[src/rtl/tmr_pkg.sv]
`timescale 1ns/1ps
package tmr_pkg;
    typedef enum logic [1:0] {
        MODE_STOP = 2'b00,
        MODE_UP   = 2'b01,
        MODE_CONT = 2'b10,
        MODE_UPDN = 2'b11
    } tmr_mode_e;

    typedef enum logic {
        DIR_UP   = 1'b0,
        DIR_DOWN = 1'b1
    } tmr_dir_e;

    typedef enum logic {
        FLG_CLEAR   = 1'b0,
        FLG_PENDING = 1'b1
    } tmr_flag_e;
endpackage

[src/rtl/tmr_prescale.sv]
`timescale 1ns/1ps
module tmr_prescale #(
    parameter int SEL_W = 2
) (
    input  logic             clk,
    input  logic             rst_n,
    input  logic             clr,
    input  logic             run,
    input  logic             tick_en,
    input  logic [SEL_W-1:0] div_sel,
    output logic             step
);
    // Largest ratio is 2**(2**SEL_W - 1); the phase counter needs that many bits.
    localparam int PW = (1 << SEL_W) - 1;

    logic [PW-1:0] phase_q;
    logic [PW-1:0] phase_top;

    always_comb begin
        phase_top = ~({PW{1'b1}} << div_sel);
        step      = run && tick_en && (phase_q >= phase_top);
    end

    always_ff @(posedge clk or negedge rst_n) begin
        if (!rst_n) begin
            phase_q <= '0;
        end else if (clr) begin
            phase_q <= '0;
        end else if (run && tick_en) begin
            if (phase_q >= phase_top) phase_q <= '0;
            else                      phase_q <= phase_q + 1'b1;
        end
    end

    // with a ratio above one, two steps never come in consecutive cycles.
    a_r2_step_spacing: assert property (@(posedge clk) disable iff (!rst_n)
        (step && div_sel != '0) |=> !(step && div_sel != '0));
endmodule

[src/rtl/tmr_core.sv]
`timescale 1ns/1ps
module tmr_core
    import tmr_pkg::*;
#(
    parameter int CW = 16
) (
    input  logic          clk,
    input  logic          rst_n,
    input  logic          clr,
    input  logic          step,
    input  tmr_mode_e     mode,
    input  logic [CW-1:0] lim,
    input  logic [CW-1:0] period,
    output logic [CW-1:0] count,
    output logic          dir_down,
    output logic          wrap
);
    localparam logic [CW-1:0] ONE = CW'(1);

    tmr_dir_e      dir_q, dir_nx;
    logic [CW-1:0] cnt_q, cnt_nx;

    // State register
    always_ff @(posedge clk or negedge rst_n) begin
        if (!rst_n) begin
            dir_q <= DIR_UP;
            cnt_q <= '0;
        end else begin
            dir_q <= dir_nx;
            cnt_q <= cnt_nx;
        end
    end

    // Next-state and event logic
    always_comb begin
        dir_nx = dir_q;
        cnt_nx = cnt_q;
        wrap   = 1'b0;
        if (clr) begin
            dir_nx = DIR_UP;
            cnt_nx = '0;
        end else if (step) begin
            unique case (mode)
                MODE_STOP: ;
                MODE_UP: begin
                    dir_nx = DIR_UP;
                    if (cnt_q >= period) begin
                        cnt_nx = '0;
                        wrap   = 1'b1;
                    end else begin
                        cnt_nx = cnt_q + ONE;
                    end
                end
                MODE_CONT: begin
                    dir_nx = DIR_UP;
                    if (cnt_q >= lim) begin
                        cnt_nx = '0;
                        wrap   = 1'b1;
                    end else begin
                        cnt_nx = cnt_q + ONE;
                    end
                end
                MODE_UPDN: begin
                    unique case (dir_q)
                        DIR_UP: begin
                            if (cnt_q >= period && cnt_q != '0) begin
                                cnt_nx = cnt_q - ONE;
                                if (cnt_q == ONE) wrap   = 1'b1;
                                else              dir_nx = DIR_DOWN;
                            end else if (cnt_q < period) begin
                                cnt_nx = cnt_q + ONE;
                            end
                        end
                        DIR_DOWN: begin
                            if (cnt_q <= ONE) begin
                                cnt_nx = '0;
                                dir_nx = DIR_UP;
                                wrap   = (cnt_q == ONE);
                            end else begin
                                cnt_nx = cnt_q - ONE;
                            end
                        end
                    endcase
                end
            endcase
        end
    end

    // Outputs
    always_comb begin
        count    = cnt_q;
        dir_down = (dir_q == DIR_DOWN);
    end

    // clear lands at the next edge.
    a_r7_clear_result: assert property (@(posedge clk) disable iff (!rst_n)
        clr |=> (cnt_q == '0 && dir_q == DIR_UP));
    // stop mode freezes the count and direction.
    a_r6_stop_hold: assert property (@(posedge clk) disable iff (!rst_n)
        (mode == MODE_STOP && !clr) |=> ($stable(cnt_q) && $stable(dir_q)));
    // up-mode step at or above period returns to zero.
    a_r3_up_return: assert property (@(posedge clk) disable iff (!rst_n)
        (step && !clr && mode == MODE_UP && cnt_q >= period) |=> cnt_q == '0);
    // the last falling step reaches zero and turns upward.
    a_r5_valley_turn: assert property (@(posedge clk) disable iff (!rst_n)
        (step && !clr && mode == MODE_UPDN && dir_q == DIR_DOWN && cnt_q == ONE)
        |=> (cnt_q == '0 && dir_q == DIR_UP));
endmodule

[src/rtl/tmr_flag.sv]
`timescale 1ns/1ps
module tmr_flag
    import tmr_pkg::*;
(
    input  logic clk,
    input  logic rst_n,
    input  logic set_evt,
    input  logic clr_req,
    output logic flag
);
    tmr_flag_e st_q, st_nx;

    always_ff @(posedge clk or negedge rst_n) begin
        if (!rst_n) st_q <= FLG_CLEAR;
        else        st_q <= st_nx;
    end

    always_comb begin
        st_nx = st_q;
        unique case (st_q)
            FLG_CLEAR:   if (set_evt)              st_nx = FLG_PENDING;
            FLG_PENDING: if (clr_req && !set_evt)  st_nx = FLG_CLEAR;
        endcase
    end

    always_comb flag = (st_q == FLG_PENDING);

    // a wrap always leaves the flag set, even against a clear.
    a_r8_set_wins: assert property (@(posedge clk) disable iff (!rst_n)
        set_evt |=> flag);
    // without a clear request a set flag stays set.
    a_r8_sticky: assert property (@(posedge clk) disable iff (!rst_n)
        (flag && !clr_req) |=> flag);
endmodule

[src/rtl/tmr_timebase.sv]
`timescale 1ns/1ps
module tmr_timebase
    import tmr_pkg::*;
#(
    parameter int CW     = 16,
    parameter int LEN_AW = 12,
    parameter int LEN_BW = 10,
    parameter int LEN_CW = 8,
    parameter int SEL_W  = 2
) (
    input  logic             clk,
    input  logic             rst_n,
    input  logic             tick_en,
    input  logic [1:0]       mode_sel,
    input  logic [1:0]       len_sel,
    input  logic [SEL_W-1:0] div_sel,
    input  logic [CW-1:0]    period,
    input  logic             clr,
    input  logic             flag_clr,
    input  logic             irq_en,
    output logic [CW-1:0]    count,
    output logic             dir_down,
    output logic             ovf_flag,
    output logic             irq
);
    localparam logic [CW-1:0] LIM_FULL = '1;
    localparam logic [CW-1:0] LIM_A    = LIM_FULL >> (CW - LEN_AW);
    localparam logic [CW-1:0] LIM_B    = LIM_FULL >> (CW - LEN_BW);
    localparam logic [CW-1:0] LIM_C    = LIM_FULL >> (CW - LEN_CW);

    tmr_mode_e     mode;
    logic [CW-1:0] lim;
    logic          step;
    logic          wrap;

    always_comb begin
        mode = tmr_mode_e'(mode_sel);
        unique case (len_sel)
            2'b00: lim = LIM_FULL;
            2'b01: lim = LIM_A;
            2'b10: lim = LIM_B;
            2'b11: lim = LIM_C;
        endcase
    end

    tmr_prescale #(.SEL_W(SEL_W)) u_pre (
        .clk     (clk),
        .rst_n   (rst_n),
        .clr     (clr),
        .run     (mode != MODE_STOP),
        .tick_en (tick_en),
        .div_sel (div_sel),
        .step    (step)
    );

    tmr_core #(.CW(CW)) u_core (
        .clk      (clk),
        .rst_n    (rst_n),
        .clr      (clr),
        .step     (step),
        .mode     (mode),
        .lim      (lim),
        .period   (period),
        .count    (count),
        .dir_down (dir_down),
        .wrap     (wrap)
    );

    tmr_flag u_flag (
        .clk     (clk),
        .rst_n   (rst_n),
        .set_evt (wrap),
        .clr_req (flag_clr),
        .flag    (ovf_flag)
    );

    always_comb irq = ovf_flag && irq_en;

    // in continuous mode a step at the length maximum wraps to zero.
    a_r4_cont_wrap: assert property (@(posedge clk) disable iff (!rst_n)
        (step && !clr && mode == MODE_CONT && count == lim) |=> (count == '0 && ovf_flag));
endmodule

[config.mk]
export PLATFORM = sky130hd
export DESIGN_NAME = tmr_timebase
export DESIGN_NICKNAME = d
export VERILOG_FILES = /design/src/rtl/tmr_pkg.sv /design/src/rtl/tmr_prescale.sv /design/src/rtl/tmr_core.sv /design/src/rtl/tmr_flag.sv /design/src/rtl/tmr_timebase.sv
export SDC_FILE = /design/constraint.sdc
export NUM_CORES = 1
export LEC_CHECK = 0
export BUFFER_PORTS_ARGS = -buffer_cell sky130_fd_sc_hd__buf_2
export CELL_PAD_IN_SITES_DETAIL_PLACEMENT = 1
export CELL_PAD_IN_SITES_GLOBAL_PLACEMENT = 2
export CORE_MARGIN = 2
export CORE_UTILIZATION = 25
export CTS_BUF_LIST = sky130_fd_sc_hd__clkbuf_4 sky130_fd_sc_hd__clkbuf_8
export DETAILED_ROUTE_END_ITERATION = 10
export PLACE_DENSITY_LB_ADDON = 0.15
export SLEW_MARGIN = 20
export SYNTH_ARGS = -nofsm -noshare
export SYNTH_HDL_FRONTEND = slang
export SYNTH_SLANG_ARGS = --single-unit
[constraint.sdc]
create_clock -name clk -period 3.1 [get_ports clk]
set_input_delay 0.31 -clock clk [delete_from_list [all_inputs] [get_ports clk]]
set_output_delay 0.31 -clock clk [all_outputs]
set_load 0.05 [all_outputs]
==> flow_metrics.tcl, run 1 <==
set metrics [dict create \
    place_area_mm2 0.00330 \
    synth_warnings 0 \
    die-area_mm2 0.0116 \
    fmax_ghz 0.336 \
    port_buffers 46 \
    antenna_cells 0 \
    critPathKind "flip-flop to flip-flop" \
    yosysTopAreaCell "dfrtp_1" \
    ys.flop_type "dfrtp_1" \
    seq_area_frac_synth_pct 19.5 \
    tightest_slew_ps 1010 \
    powerDensity_mw_per_mm2 303 \
    synth_nets 407 \
    ant_nets 0 \
    rr_startpoint "u_core.count[11]" \
    synth_area_leaders "dfrtp_1 (19%), ha_1 (17%), inv_1 (5.1%)" \
    wl_per_cell_um 18.7 \
    end_kind "flip-flop" \
    required_ps 3310 \
    drc 0 \
    drive_gt1_share_pct 26.5 \
    wl_um 10300 \
    cts_repair_resize_count 0 \
    power.leakage_nw 1.56 \
    yosysTopAreaCellShare_pct 19.5 \
    synthTopCellsByCount "ha_1 (37), inv_1 (37), nor2_1 (31)" \
    path_max_fanout 6 \
    grt_first_pass_wirelength_um 16500 \
    grt_setup_unrepaired "no" \
    dp_hpwl_um 8260 \
    fillers 1265 \
    gp_congestion 0.856 \
    ys_ff_latch 21 \
    drv_cap 0 \
    setup_viol 0 \
    multiInputGateArea_mm2 0.00196 \
    worstRegToRegCells 8 \
    hold_viol 0 \
    cts_max_level 1 \
    slowest_stage "a2111o_1" \
    hold_class "primary input to async pin" \
    grtUsageTotal_pct 18.3 \
    postLayoutCellArea_mm2 0.00335 \
    clock-sinks 21 \
    vias 2877 \
    rows 37 \
    seqCellArea_um2 526 \
    critPathMaxStageDelay_ps 530 \
    status "complete, no violations" \
    cts_tree "yes" \
    overflow 0 \
    reg2reg_to "u_core.count[13]" \
    start_kind "flip-flop" \
    crit_path_end "u_core.count[13]" \
    via_per_inst 5.22 \
    cp_cell_sequence "ha_1 -> nand4_1 -> a2111o_1 -> and3_4 -> or2_1 -> or3_1 -> a21oi_1 -> a221o_1" \
    async_flop_share_pct 100 \
    finalCritPeriodShare_pct 96.0 \
    setup_tns_ps 0 \
    initial_core_util_pct 25.9 \
    finalCriticalPeriod_ps 2980 \
    fin_nets 481 \
    synth_cell_types 61 \
    worstSkewPairLatency_ps 280 \
    clk_pin_slew_ps 90 \
    post_cts_buffers 0 \
    arrival_ps 3190 \
    core_area_mm2 0.0104 \
    firstDrtPassIters 4 \
    finalClockSkew_ps 3.88 \
    cts_made_buffers 3 \
    io-pin-count 47 \
    grt_max_degree 22 \
    avgSynthCellArea_um2 7.89 \
    dieWidth_um 108 \
    netlist_area_mm2 0.00270 \
    drv_slew 0 \
    synth-edff-count 0 \
    syn_inst 342 \
    startpoint "u_core.count[11]" \
    max_slew_margin_pct 31.9 \
    syn2layout_area_growth_pct 24.3 \
    first_global_vias 2944 \
    finalCoreUtilization_pct 32.2 \
    ctsLongestPathBuffers 2 \
    antenna_found_initial 0 \
    drt-initial-drc-count 144 \
    cts_root_buffer "clkbuf_8" \
    die_y_um 108 \
    cts_hold_buf 0 \
    rrSetupSlack_ps 120 \
    ir_worst_vdd_v 0.000137 \
]
[cells in the final DEF, fill, tap and decap left out, types with 3 or more instances in the layout]
master    Yosys  layout
a211oi_1      3       3
a21oi_1      25      25
a22oi_1       4       4
a31oi_1       4       4
buf_2         8      46
buf_4         3      35
clkbuf_8      0       3
dfrtp_1      21      21
ha_1         37      37
inv_1        37      37
mux2i_1       7       7
nand2_1      25      25
nand2b_1      4       4
nand3_1      14      14
nand4_1      10      10
nor2_1       31      31
nor2b_1       3       3
nor3_1        5       5
nor3_2        4       4
nor4_1       10      10
o211ai_1      4       4
o21a_1        3       3
o21ai_0      10      10
o21ai_1       7       7
o21bai_1      3       3
o22ai_1       3       3
or3_1         4       4
xnor2_1       5       5
[worst max-delay path: cells and delay by family (launching register included)]
| kind | cells | cell delay [ps] |
|---|---|---|
| and+or+nand+nor | 4 | 1290 |
| DFF | 1 | 430 |
| adders and majority gates | 1 | 330 |
| AOI/OAI and AO/OA | 3 | 860 |
[stage by stage]
step | std cells | setup WS [ps] | total power, mW | hold WS [ps]
detailed placement | 547 | 88.5 | 0.801 | 353
finish | 551 | 124 | 1.01 | 26.4
global route | 551 | 3.72 | 1.09 | 62.2
CTS | 551 | 144 | 1.02 | 43.9
floorplan | 342 | 123 | 0.628 | 14.4
global placement | 547 | 88.9 | 0.800 | 366
[worst min path at each step]
stage,end,startpoint,slack [ps]
after floorplan,u_core.count[0],rst_n,10
final,u_core.count[9],rst_n,30
after global routing,u_core.count[9],rst_n,60
after global placement,u_core.count[9],rst_n,370
after detailed placement,u_core.count[9],rst_n,350
after CTS,u_core.count[9],rst_n,40
[routing by layer]
metal,track usage [%],wire length (µm)
met4,3.94,133
met2,30.2,4760
met1,25.8,4920
met3,2.00,487
met5,0,0
[report_power, final]
group          switching [mW]  total [mW]  leakage, nW  internal (mW)
Combinational           0.312       0.492         1.24          0.180
Clock                   0.117       0.219       0.0262          0.101
Sequential             0.0144       0.304        0.289          0.290
Total                   0.444        1.01         1.56          0.571
[state kept, by name, summed over array words and instances, names as in the netlist]
name,count
u_flag.flag,1
u_core.count,16
u_pre.phase_q,3
u_core.dir_down,1
[cells by family (layout without fill, tap and decap cells)]
kind of cell | after synthesis | in the layout | synth area share (%)
AND/OR/NAND/NOR | 129 | 129 | 26.8
flip-flops | 21 | 21 | 19.5
adder cells (fa/ha/maj) | 37 | 37 | 17.2
XOR/XNOR | 7 | 7 | 2.27
buffers and inverters | 50 | 123 | 8.30
AO/OA/AOI/OAI | 89 | 89 | 22.5
multiplexers | 9 | 9 | 3.43
[layout make-up]
class | count | area share [%]
multi-input cells | 271 | 58.4
inverters | 37 | 4.14
repair buffers | 82 | 15.3
clock buffers | 4 | 1.45
well taps | 136 | 5.07
flip-flops and latches | 21 | 15.7
No activity file was read; power rests on OpenSTA's default activity.
==> inputs of run 2 (changes only) <==
Settings changed: BUFFER_PORTS_ARGS -buffer_cell sky130_fd_sc_hd__buf_2 to -buffer_cell sky130_fd_sc_hd__clkbuf_2.
==> run 2 against run 1 <==
Against the previous run: critical path depth is 1 higher; first-iteration DRC count is 13% lower; via count decreased by 1.1%; clock skew is 14 ps higher; cell count grew 0.91%; register-to-register slack hardly changed; sequential power is essentially flat; critical path type unchanged.
==> flow_metrics.tcl, run 2 (synthesis gave the netlist of run 1 again) <==
set metrics [dict create \
    clk_pin_slew_ps 110 \
    die-area_mm2 0.0116 \
    vias 2846 \
    power.leakage_nw 1.57 \
    overflow 0 \
    grt_first_pass_wirelength_um 16200 \
    end_kind "flip-flop" \
    grt_max_degree 22 \
    finalCoreUtilization_pct 32.6 \
    cts_hold_buf 0 \
    hold_class "primary input to async pin" \
    max_slew_margin_pct 33.9 \
    powerDensity_mw_per_mm2 299 \
    critPathKind "flip-flop to flip-flop" \
    tightest_slew_ps 979 \
    drc 0 \
    setup_tns_ps 0 \
    port_buffers 46 \
    first_global_vias 2966 \
    fmax_ghz 0.336 \
    wl_um 10200 \
    cts_made_buffers 3 \
    largest_reg_flops 16 \
    drive_gt1_share_pct 27.9 \
    reg2reg_to "u_core.count[14]" \
    syn2layout_area_growth_pct 26.0 \
    wl_per_cell_um 18.4 \
    path_max_fanout 7 \
    dieWidth_um 108 \
    place_area_mm2 0.00331 \
    core_area_mm2 0.0104 \
    finalClockSkew_ps 17.5 \
    layout_common_cells "clkbuf_2 (46), buf_4 (40), inv_1 (37), ha_1 (37), nor2_1 (30)" \
    worstRegToRegCells 9 \
    cts_max_level 1 \
    ir_worst_vdd_v 0.000118 \
    die_y_um 108 \
    drt-initial-drc-count 125 \
    antenna_found_initial 0 \
    finalCritPeriodShare_pct 96.0 \
    firstDrtPassIters 4 \
    antenna_cells 0 \
    hold_viol 0 \
    grtUsageTotal_pct 18.2 \
    fin_nets 486 \
    postLayoutCellArea_mm2 0.00340 \
    start_kind "flip-flop" \
    clock-sinks 21 \
    setup_viol 0 \
    via_per_inst 5.12 \
    cts_root_buffer "clkbuf_8" \
    gp_congestion 0.781 \
    status "complete, no violations" \
    ant_nets 0 \
    final_common_cell "clkbuf_2" \
    initial_core_util_pct 25.9 \
    required_ps 3250 \
    rows 37 \
    io-pin-count 47 \
    ctsLongestPathBuffers 2 \
    cts_tree "yes" \
    rr_startpoint "u_core.count[11]" \
    dp_hpwl_um 8330 \
    arrival_ps 3120 \
    rrSetupSlack_ps 120 \
    finalCriticalPeriod_ps 2980 \
    drv_slew 0 \
    drv_cap 0 \
    worstSkewPairLatency_ps 290 \
]
run 2: worst max-delay path: stages (launching register included):
cell,delay (ps)
dfrtp_1,410
ha_1,330
nand4_1,310
a2111o_1,540
and3_4,230
nor2_1,140
buf_4,210
mux2i_1,220
xor2_1,80
a221o_1,360
run 2: worst max path at each step:
stage          cells past startpoint             start  slack, ps          endpoint
2_1_floorplan                     11   u_core.count[0]        120   u_core.count[7]
3_3_place_gp                      11        div_sel[1]         50   u_core.count[4]
3_5_place_dp                      11        div_sel[1]         90   u_core.count[4]
4_1_cts                            9  u_core.count[11]        140   u_core.count[4]
5_1_grt                            9   u_core.count[9]         -5  u_core.count[14]
6_report                           9  u_core.count[11]        120  u_core.count[14]
run 2: through the flow:
stage	hold WS, ps	power, mW	setup WS, ps	cells
3_5_place_dp	381	0.809	87.3	551
3_3_place_gp	385	0.808	52.7	551
6_report	35.4	1.02	124	556
4_1_cts	65.8	1.02	136	555
5_1_grt	71.4	1.09	-5.10	556
2_1_floorplan	14.4	0.628	123	342
run 2: power breakdown:
part | leakage, nW | total [mW] | internal [mW] | switching, mW
clock network | 0.0255 | 0.212 | 0.0904 | 0.121
registers | 0.289 | 0.305 | 0.289 | 0.0151
logic | 1.26 | 0.499 | 0.182 | 0.317
run 2: what timing repair did:
item	in CTS	in global routing
setup endpoints to repair	0	5
setup buffers	0	1
resized for setup	0	3
run 2: layout make-up:
class                   count  area, µm²
clock buffers               3       41.3
clock inverters             1       5.00
fillers                  1298       7020
inverters                  37        139
multi-input cells         271       1970
flip-flops and latches     21        526
well taps                 136        170
repair buffers             87        551
run 2: metal layers:
metal / vias to the layer above / GRT usage (%) / share of wire [%]
li1: 1412 / - / -
met1: 1370 / 25.7 / 49
met2: 53 / 29.5 / 46
met4: 0 / 4.76 / 1.8
met5: - / 0 / 0
met3: 11 / 1.76 / 2.9
